[src/rtl/dr_pkg.sv]
package dr_pkg;
  typedef enum logic [1:0] {
    A_HOLD = 2'd0,
    A_BUS  = 2'd1,
    A_UP   = 2'd2
  } a_sel_t;

  typedef enum logic [1:0] {
    B_HOLD  = 2'd0,
    B_DOWN  = 2'd1,
    B_SHIFT = 2'd2
  } b_sel_t;
endpackage

[src/rtl/dr_ctrl_decode.sv]
module dr_ctrl_decode
  import dr_pkg::*;
(
  input  logic   out_dis_n,
  input  logic   in_dis_n,
  input  logic   up_dis_n,
  input  logic   down_dis_n,
  input  logic   shift_dis_n,
  output a_sel_t a_sel,
  output b_sel_t b_sel,
  output logic   drive_en
);
  // rank A: bus capture wins over transfer up
  always_comb begin
    if (!in_dis_n)      a_sel = A_BUS;
    else if (!up_dis_n) a_sel = A_UP;
    else                a_sel = A_HOLD;
  end

  // rank B: transfer down wins over shift
  always_comb begin
    if (!down_dis_n)       b_sel = B_DOWN;
    else if (!shift_dis_n) b_sel = B_SHIFT;
    else                   b_sel = B_HOLD;
  end

  // input disable dominates: never drive while capturing
  assign drive_en = ~out_dis_n & in_dis_n;
endmodule

[src/rtl/dr_rank_a.sv]
module dr_rank_a
  import dr_pkg::*;
#(
  parameter int W = 8
) (
  input  logic         clk,
  input  logic         rst_n,
  input  a_sel_t       sel,
  input  logic [W-1:0] bus_d,
  input  logic [W-1:0] peer_d,
  output logic [W-1:0] q
);
  always_ff @(posedge clk or negedge rst_n) begin
    if (!rst_n) q <= '0;
    else begin
      unique case (sel)
        A_BUS:   q <= bus_d;
        A_UP:    q <= peer_d;
        default: q <= q;
      endcase
    end
  end
endmodule

[src/rtl/dr_rank_b.sv]
module dr_rank_b
  import dr_pkg::*;
#(
  parameter int W = 8
) (
  input  logic         clk,
  input  logic         rst_n,
  input  b_sel_t       sel,
  input  logic [W-1:0] peer_d,
  input  logic         ser_in,
  output logic [W-1:0] q,
  output logic         ser_out
);
  logic [W-1:0] shifted;

  generate
    if (W == 1) begin : g_single
      assign shifted = ser_in;
    end else begin : g_multi
      assign shifted = {q[W-2:0], ser_in};
    end
  endgenerate

  always_ff @(posedge clk or negedge rst_n) begin
    if (!rst_n) q <= '0;
    else begin
      unique case (sel)
        B_DOWN:  q <= peer_d;
        B_SHIFT: q <= shifted;
        default: q <= q;
      endcase
    end
  end

  assign ser_out = q[W-1];
endmodule

[src/rtl/dual_rank_shifter.sv]
module dual_rank_shifter #(
  parameter int W = 8
) (
  input  logic         clk,
  input  logic         rst_n,
  input  logic [W-1:0] bus_in,
  output logic [W-1:0] bus_out,
  output logic         bus_oe,
  input  logic         out_dis_n,
  input  logic         in_dis_n,
  input  logic         up_dis_n,
  input  logic         down_dis_n,
  input  logic         shift_dis_n,
  input  logic         ser_in,
  output logic         ser_out
);
  import dr_pkg::*;

  a_sel_t       a_sel;
  b_sel_t       b_sel;
  logic [W-1:0] rank_a_q;
  logic [W-1:0] rank_b_q;

  dr_ctrl_decode u_dec (
    .out_dis_n  (out_dis_n),
    .in_dis_n   (in_dis_n),
    .up_dis_n   (up_dis_n),
    .down_dis_n (down_dis_n),
    .shift_dis_n(shift_dis_n),
    .a_sel      (a_sel),
    .b_sel      (b_sel),
    .drive_en   (bus_oe)
  );

  dr_rank_a #(.W(W)) u_rank_a (
    .clk   (clk),
    .rst_n (rst_n),
    .sel   (a_sel),
    .bus_d (bus_in),
    .peer_d(rank_b_q),
    .q     (rank_a_q)
  );

  dr_rank_b #(.W(W)) u_rank_b (
    .clk    (clk),
    .rst_n  (rst_n),
    .sel    (b_sel),
    .peer_d (rank_a_q),
    .ser_in (ser_in),
    .q      (rank_b_q),
    .ser_out(ser_out)
  );

  assign bus_out = rank_a_q;
endmodule

[config.mk]
export PLATFORM = sky130hd
export DESIGN_NAME = dual_rank_shifter
export DESIGN_NICKNAME = d
export VERILOG_FILES = /design/src/rtl/dr_pkg.sv /design/src/rtl/dr_ctrl_decode.sv /design/src/rtl/dr_rank_a.sv /design/src/rtl/dr_rank_b.sv /design/src/rtl/dual_rank_shifter.sv
export SDC_FILE = /design/constraint.sdc
export NUM_CORES = 1
export LEC_CHECK = 0
export BUFFER_PORTS_ARGS = -buffer_cell sky130_fd_sc_hd__buf_2
export CORE_UTILIZATION = 30
export CTS_BUF_LIST = sky130_fd_sc_hd__clkbuf_16
export CTS_CLUSTER_SIZE = 40
export DETAILED_ROUTE_END_ITERATION = 6
export GPL_ROUTABILITY_DRIVEN = 0
export SYNTH_ARGS = -nofsm -noshare
export SYNTH_HDL_FRONTEND = slang
export SYNTH_SLANG_ARGS = --single-unit
[constraint.sdc]
create_clock -name clk -period 1.15 [get_ports clk]
set_input_delay 0.23 -clock clk [delete_from_list [all_inputs] [get_ports clk]]
set_output_delay 0.23 -clock clk [all_outputs]
set_load 0.1 [all_outputs]
==> results.md, run 1 <==
* Antenna diodes at 0
* Final design utilization at 49.3%
* Sum of buffers and inverters on the critical path at 1
* Post-cts resize count at 0
* Reg-to-reg slack, setup at 0.34 ns
* Multi-input logic area at 314 µm²
* FP Rows at 17
* Startpoint type of the worst setup path: flop
* RSZ-0062 raised after global routing: no
* # fillers at roughly 200
* CTS tree: yes
* DR pass1 iterations at 4
* Fin crit period at about 1.1 ns
* Slowest stage delay, CP at approximately 0.43 ns
* Final routed DRC violation total at 0
* Chip height at 52.4 µm
* Slowest stage cell, crit path: dfrtp_2
* Post-synth top area share at 52.5%
* PwrDens at 1790 nW/µm²
* Starting Density at 33.2%
* Worst slew margin relative to its limit at 76.4%
* #FFs+latches synth at 16
* Worst reg2reg path depth at 2
* Core area at 2300 µm²
* Fmax at 0.923 GHz
* Largest net degree at the start of global routing at 17
* Crit path cell chain: buf_12
* Fin nets at around 110
* Routed len/inst at around 13 µm
* Fin. max-slew vios at 0
* IO buf count at 25
* Worst-path fanout max at 3
* Root Buffer: clkbuf_16
* H-tree levels at 1
* Final hold violation count at 0
* Vias at ~580
* CP top delay family: flip-flops
* Pre-CTS WS at between 0.2 and 0.25 ns
* Final Worst Setup Slack at 0.0661 ns
* Clock sinks at 16
* Worst Hold Endpoint: u_rank_a.q[5]
* Slew of the pin with the lowest slew margin at 0.354 ns
* Total GRT Usage at 13.6%
* Initial antenna violation count at 0
* Sequential Area at between 400 and 500 µm²
* First-pass GRT wire length at 2590 µm
* P&R area growth vs syn at 48.4%
* Post-route ant nets at 0
* Min-Delay Startpoint: bus_in[5]
* Reg-to-Reg Start: u_rank_a.q[0]
* Syn_nets at between 80 and 90
* Vias in the first global route at 584
* I/O pins at 26
* Clock Skews at 0.00235 ns
* Setup TNS Final at 0 ns
* Avg Cell Area, Syn at 10.7 µm²
* Seq/Total Area, Yosys at 52.5%
* Setup Fix Bufs, Post-CTS at 0
* Vias per cell at 4.69
* Layout cells sized above 1 at 40.6%
* Peak VDD IR at 0.000888 V
* Cells after synthesis at 71
* Final setup fails at 0
* Reg-to-reg endpoint: u_rank_a.q[0]
* Netlist cell types at 7
* Worst-path clk slew at 0.05 ns
* Synth top area cells: dfrtp_1 52%, mux2i_1 21%, a21oi_1 10%
* Post-Syn Area at 763 µm²
* DR iter-0 viols at 5
* Yosys top cell by area: dfrtp_1
* CP arrival at between 0.8 and 0.9 ns
* Final WL at 1590 µm
* Pleak at 0.525 nW
* Overflow after GRT at 0
* Fin crit share at 94.2%
* Crit path required time at 0.92 ns
* Status: complete, no violations
* Synth warn at 0
* Max clock buf depth at 2
* Clock buffer count from CTS at 3
* Worst hold path depth at 3
* Critical path class: reg -> out
* Worst Setup End Kind: output port
* Power Total at 0.00203 W
* Worst min path class: in -> reg
* Max-cap violation count at 0
* Die X at approximately 52 µm
* Die area at 2750 µm²
* Clk_lat worst skew at 0.24 ns
-- flip-flops by register name, indices dropped and copies added, names as in the netlist --
name and cells:
u_rank_a.q 8, u_rank_b.q 8
-- tightest hold or removal path, stage by stage --
cell and delay (ns):
buf_2 0.07, nor2_1 0.03, a21oi_1 0.09
-- through the flow --
stage	instance area, µm²	std cells	hold slack (ns)
final	1130	124	0.225
after global routing	1130	124	0.235
after CTS	1130	124	0.226
after detailed placement	1040	119	0.162
after global placement	1040	119	0.160
after floorplan	782	71	-0.0656
-- timing repair --
action	4_1_cts	5_1_grt
endpoints found under the setup margin	0	0
endpoints found under the hold margin	16	0
hold buffers	1	0
-- final cells by class --
| cell class | count | area share, % |
|---|---|---|
| Clock inverter | 1 | 0.331 |
| Tap cell | 28 | 3.09 |
| Sequential cell | 16 | 36.4 |
| Timing Repair Buffer | 27 | 25.9 |
| Clock buffer | 3 | 6.63 |
| Multi-Input combinational cell | 49 | 27.7 |
-- cell usage in the layout, fill, tap and decap left out --
| master | synthesis | layout |
|---|---|---|
| buf_4 | 3 | 1 |
| dlygate4sd3_1 | 0 | 1 |
| a21oi_1 | 16 | 16 |
| mux2i_1 | 16 | 16 |
| nor2b_4 | 0 | 1 |
| dfrtp_1 | 16 | 7 |
| buf_12 | 0 | 10 |
| buf_2 | 0 | 15 |
| clkinv_1 | 0 | 1 |
| clkbuf_16 | 0 | 3 |
| nor2_1 | 16 | 16 |
| dfrtp_2 | 0 | 9 |
-- how the worst max path moves through the flow --
stage	endpoint	start	slack, ns	cells past startpoint
finish	bus_out[0]	u_rank_a.q[0]	0.07	1
global route	bus_out[0]	u_rank_a.q[0]	0.05	1
floorplan	bus_oe	in_dis_n	0.04	2
CTS	bus_out[0]	u_rank_a.q[0]	0.06	1
global placement	u_rank_a.q[0]	up_dis_n	0.24	3
detailed placement	u_rank_a.q[0]	up_dis_n	0.22	3
-- per-layer routing --
metal,track usage (%),wire length (µm),vias to the layer above,part of all wire [%]
met4,10.5,38,0,2.4
met3,1.74,39,4,2.4
met1,16.5,734,271,46
met5,0,0,-,0
met2,21.7,780,12,49
li1,-,-,295,-
-- where the power goes --
group	total, W	internal (W)	switching, W
logic	0.000638	0.000242	0.000397
clock network	0.000669	0.000461	0.000208
registers	0.000724	0.000642	0.0000821
total	0.00203	0.00134	0.000687
-- synth_stat cells --
| library cell | number |
|---|---|
| a21oi_1 | 16 |
| buf_4 | 3 |
| buf_6 | 3 |
| dfrtp_1 | 16 |
| mux2i_1 | 16 |
| nor2_1 | 16 |
| nor2b_1 | 1 |
-- logic make-up after synthesis --
family	share of synthesized area [%]
AOI/OAI and AO/OA	10.5
buffers and inverters	7.38
DFF	52.5
muxes	21.0
and+or+nand+nor	8.69
Power figures use the tool's default switching activity.
==> inputs of run 2 (changes only) <==
Clock period 1.15 ns to 0.88 ns, I/O delays scaled along.
==> run 2 against run 1 <==
The flow now finishes with violations (negative setup slack). Clock-buffer cell count stayed put. Register-to-register slack worse by 0.42 ns. Clock skew shrank 0.0016 ns. Non-clock buffer count is 9 higher. Sequential share of layout area fell by 2.7 points. Wire length rose by 4.3%. Die area is the same. Clock power increased by 31%. Worst setup slack got worse by 0.28 ns. Total power increased by 38%. Hold slack worse by 0.053 ns. Critical path depth is the same. Critical path type unchanged. Critical endpoint is now bus_out[2]. Largest cell class unchanged. Largest power group is now combinational logic.
==> results.md, run 2 (synthesis gave the netlist of run 1 again) <==
* Biggest regs: u_rank_a.q: 8 flops, u_rank_b.q: 8 flops
* Vias in the first global route at 586
* Final std cells w/o fill at roughly 130
* Core area at about 2300 µm²
* Reg-to-Reg Start: u_rank_a.q[7]
* Sum of buffers and inverters on the critical path at 1
* Worst-path fanout max at 2
* DR iter-0 viols at 13
* Starting Density at 33.2%
* Post-route ant nets at 0
* Worst Setup SP: u_rank_a.q[2]
* Vias at approximately 640
* DR pass1 iterations at 4
* Clock buffer count from CTS at 3
* Final WL at 1660 µm
* Final design utilization at 56.1%
* Pleak at a little under 0.6 nW
* IO buf count at 25
* Crit path cell chain: buf_12
* Max-cap violation count at 0
* Placed instance area at around 1100 µm²
* Placed cell count at 119
* Setup TNS Final at -2.44 ns
* Die X at 52.4 µm
* Clock sinks at 16
* RSZ-0062 raised after global routing: yes
* Largest net degree at the start of global routing at 17
* Comb pwr share at 34.6%
* Layout cells sized above 1 at 55.2%
* Max clock buf depth at 2
* Worst slew margin relative to its limit at a little over two thirds
* Slowest stage delay, CP at 0.49 ns
* Clock Skews at 0.000775 ns
* Net Sw Frac at 33.5%
* Slew of the pin with the lowest slew margin at approximately 0.45 ns
* # fillers at 205
* Clock power frac at 31.3%
* Antenna diodes at 0
* H-tree levels at 1
* Fin crit share at 124%
* Overflow after GRT at 0
* Routed len/inst at 12.5 µm
* Fin nets at 122
* FP Rows at 17
* Worst Setup End Kind: output port
* Initial antenna violation count at 0
* Worst-path clk slew at 0.05 ns
* Vias per cell at 4.78
* Fmax at 0.916 GHz
* Slowest stage cell, crit path: dfrtp_4
* Hpwl dp at 1130 µm
* Commonest non-fill, non-tap cells in the layout: 16 x mux2i_1, 15 x buf_2, 13 x a21oi_1
* Clk_lat worst skew at 0.24 ns
* Die area at 2750 µm²
* PwrDens at between 2000 and 2500 nW/µm²
* Fin. max-slew vios at 0
* Status: finished, violations left
* I/O pins at 26
* P&R area growth vs syn at 68.9%
* Worst min path class: in -> reg
* Crit path required time at approximately 0.70 ns
* Startpoint type of the worst setup path: flop
* Root Buffer: clkbuf_16
* CP top delay family: flip-flops
* Failing checks: negative setup slack
* Final setup fails at 18
* Seq pwr share at between 30% and 40%
* Finished Cell Area at 1290 µm²
* Final routed DRC violation total at 0
* Psw at 0.000942 W
* Total GRT Usage at 13.4%
* CTS tree: yes
* Min-Delay Startpoint: bus_in[3]
* First-pass GRT wire length at 2590 µm
* Critical path class: reg -> out
* CP arrival at 0.92 ns
* Chip height at 52.4 µm
* Commonest non-fill, non-tap cell in the layout: mux2i_1
* Final hold violation count at 0
* Final Worst Setup Slack at -0.211 ns
* Internal power at 0.00187 W
* Hold WS at 0.172 ns
* Fin crit period at around 1.1 ns
* Peak VDD IR at 0.00133 V
run 2: cell types whose count changed in the layout (fill, tap and decap cells not counted):
cell / change
a21oi_2: +3
a21oi_1: -3
buf_6: +6
nor2_1: -7
dfrtp_2: -9
nor2_4: +3
buf_4: +3
nor2_2: +4
dfrtp_4: +9
run 2: worst reg2reg max path, delay by kind of cell (launching register included):
kind | cells | cell delay (ns)
DFF | 1 | 0.49
muxes | 1 | 0.12
AOI/OAI and AO/OA | 1 | 0.09
buffers and inverters | 1 | 0.14
run 2: final timing paths:
check	cells after the start	slack, ns	to
worst max-delay path	1	-0.21	bus_out[2]
worst min-delay path	3	0.17	u_rank_a.q[3]
worst max register to register	3	-0.08	u_rank_a.q[7]
worst min register to register	2	0.59	u_rank_a.q[3]
max in group asynchronous	2	0.22	u_rank_a.q[5]
min in group asynchronous	2	0.37	u_rank_b.q[0]
run 2: power groups by stage:
stage,clock network (W),logic [W],registers (W)
detailed placement,0,0.000838,0.000975
CTS,0.000901,0.000918,0.000952
finish,0.000879,0.000973,0.000957
floorplan,0,0.000214,0.00129
global placement,0,0.000827,0.000970
global route,0.000946,0.00102,0.000967
run 2: repair_timing:
action	in CTS	in global routing
endpoints found under the setup margin	9	23
resized for setup	2	17
hold buffers	1	0
pin swaps	0	5
buffers inserted	8	1
endpoints found under the hold margin	16	0
run 2: stage by stage:
| stage | setup slack [ns] | power [W] |
|---|---|---|
| 6_report | -0.211 | 0.00281 |
| 5_1_grt | -0.227 | 0.00293 |
| 4_1_cts | -0.219 | 0.00277 |
| 3_5_place_dp | 0.0124 | 0.00181 |
| 3_3_place_gp | 0.0280 | 0.00180 |
| 2_1_floorplan | -0.0865 | 0.00150 |
run 2: cell type report:
type / instances / area [µm²] / area share (%)
clock buffer: 3 / 75.1 / 5.83
clock inverter: 1 / 3.75 / 0.291
multi-input combinational: 49 / 358 / 27.8
sequential: 16 / 434 / 33.7
tap: 28 / 35.0 / 2.72
timing repair buffer: 36 / 383 / 29.7
run 2: per-layer routing:
layer  part of all wire (%)  GRT usage (%)  vias up  routed length [µm]
li1                       -              -      310                   -
met1                     44           16.8      306                 733
met2                     50           20.9       18                 834
met3                    5.1           2.90        2                  84
met4                   0.54           7.89        0                   9
met5                      0              0        -                   0
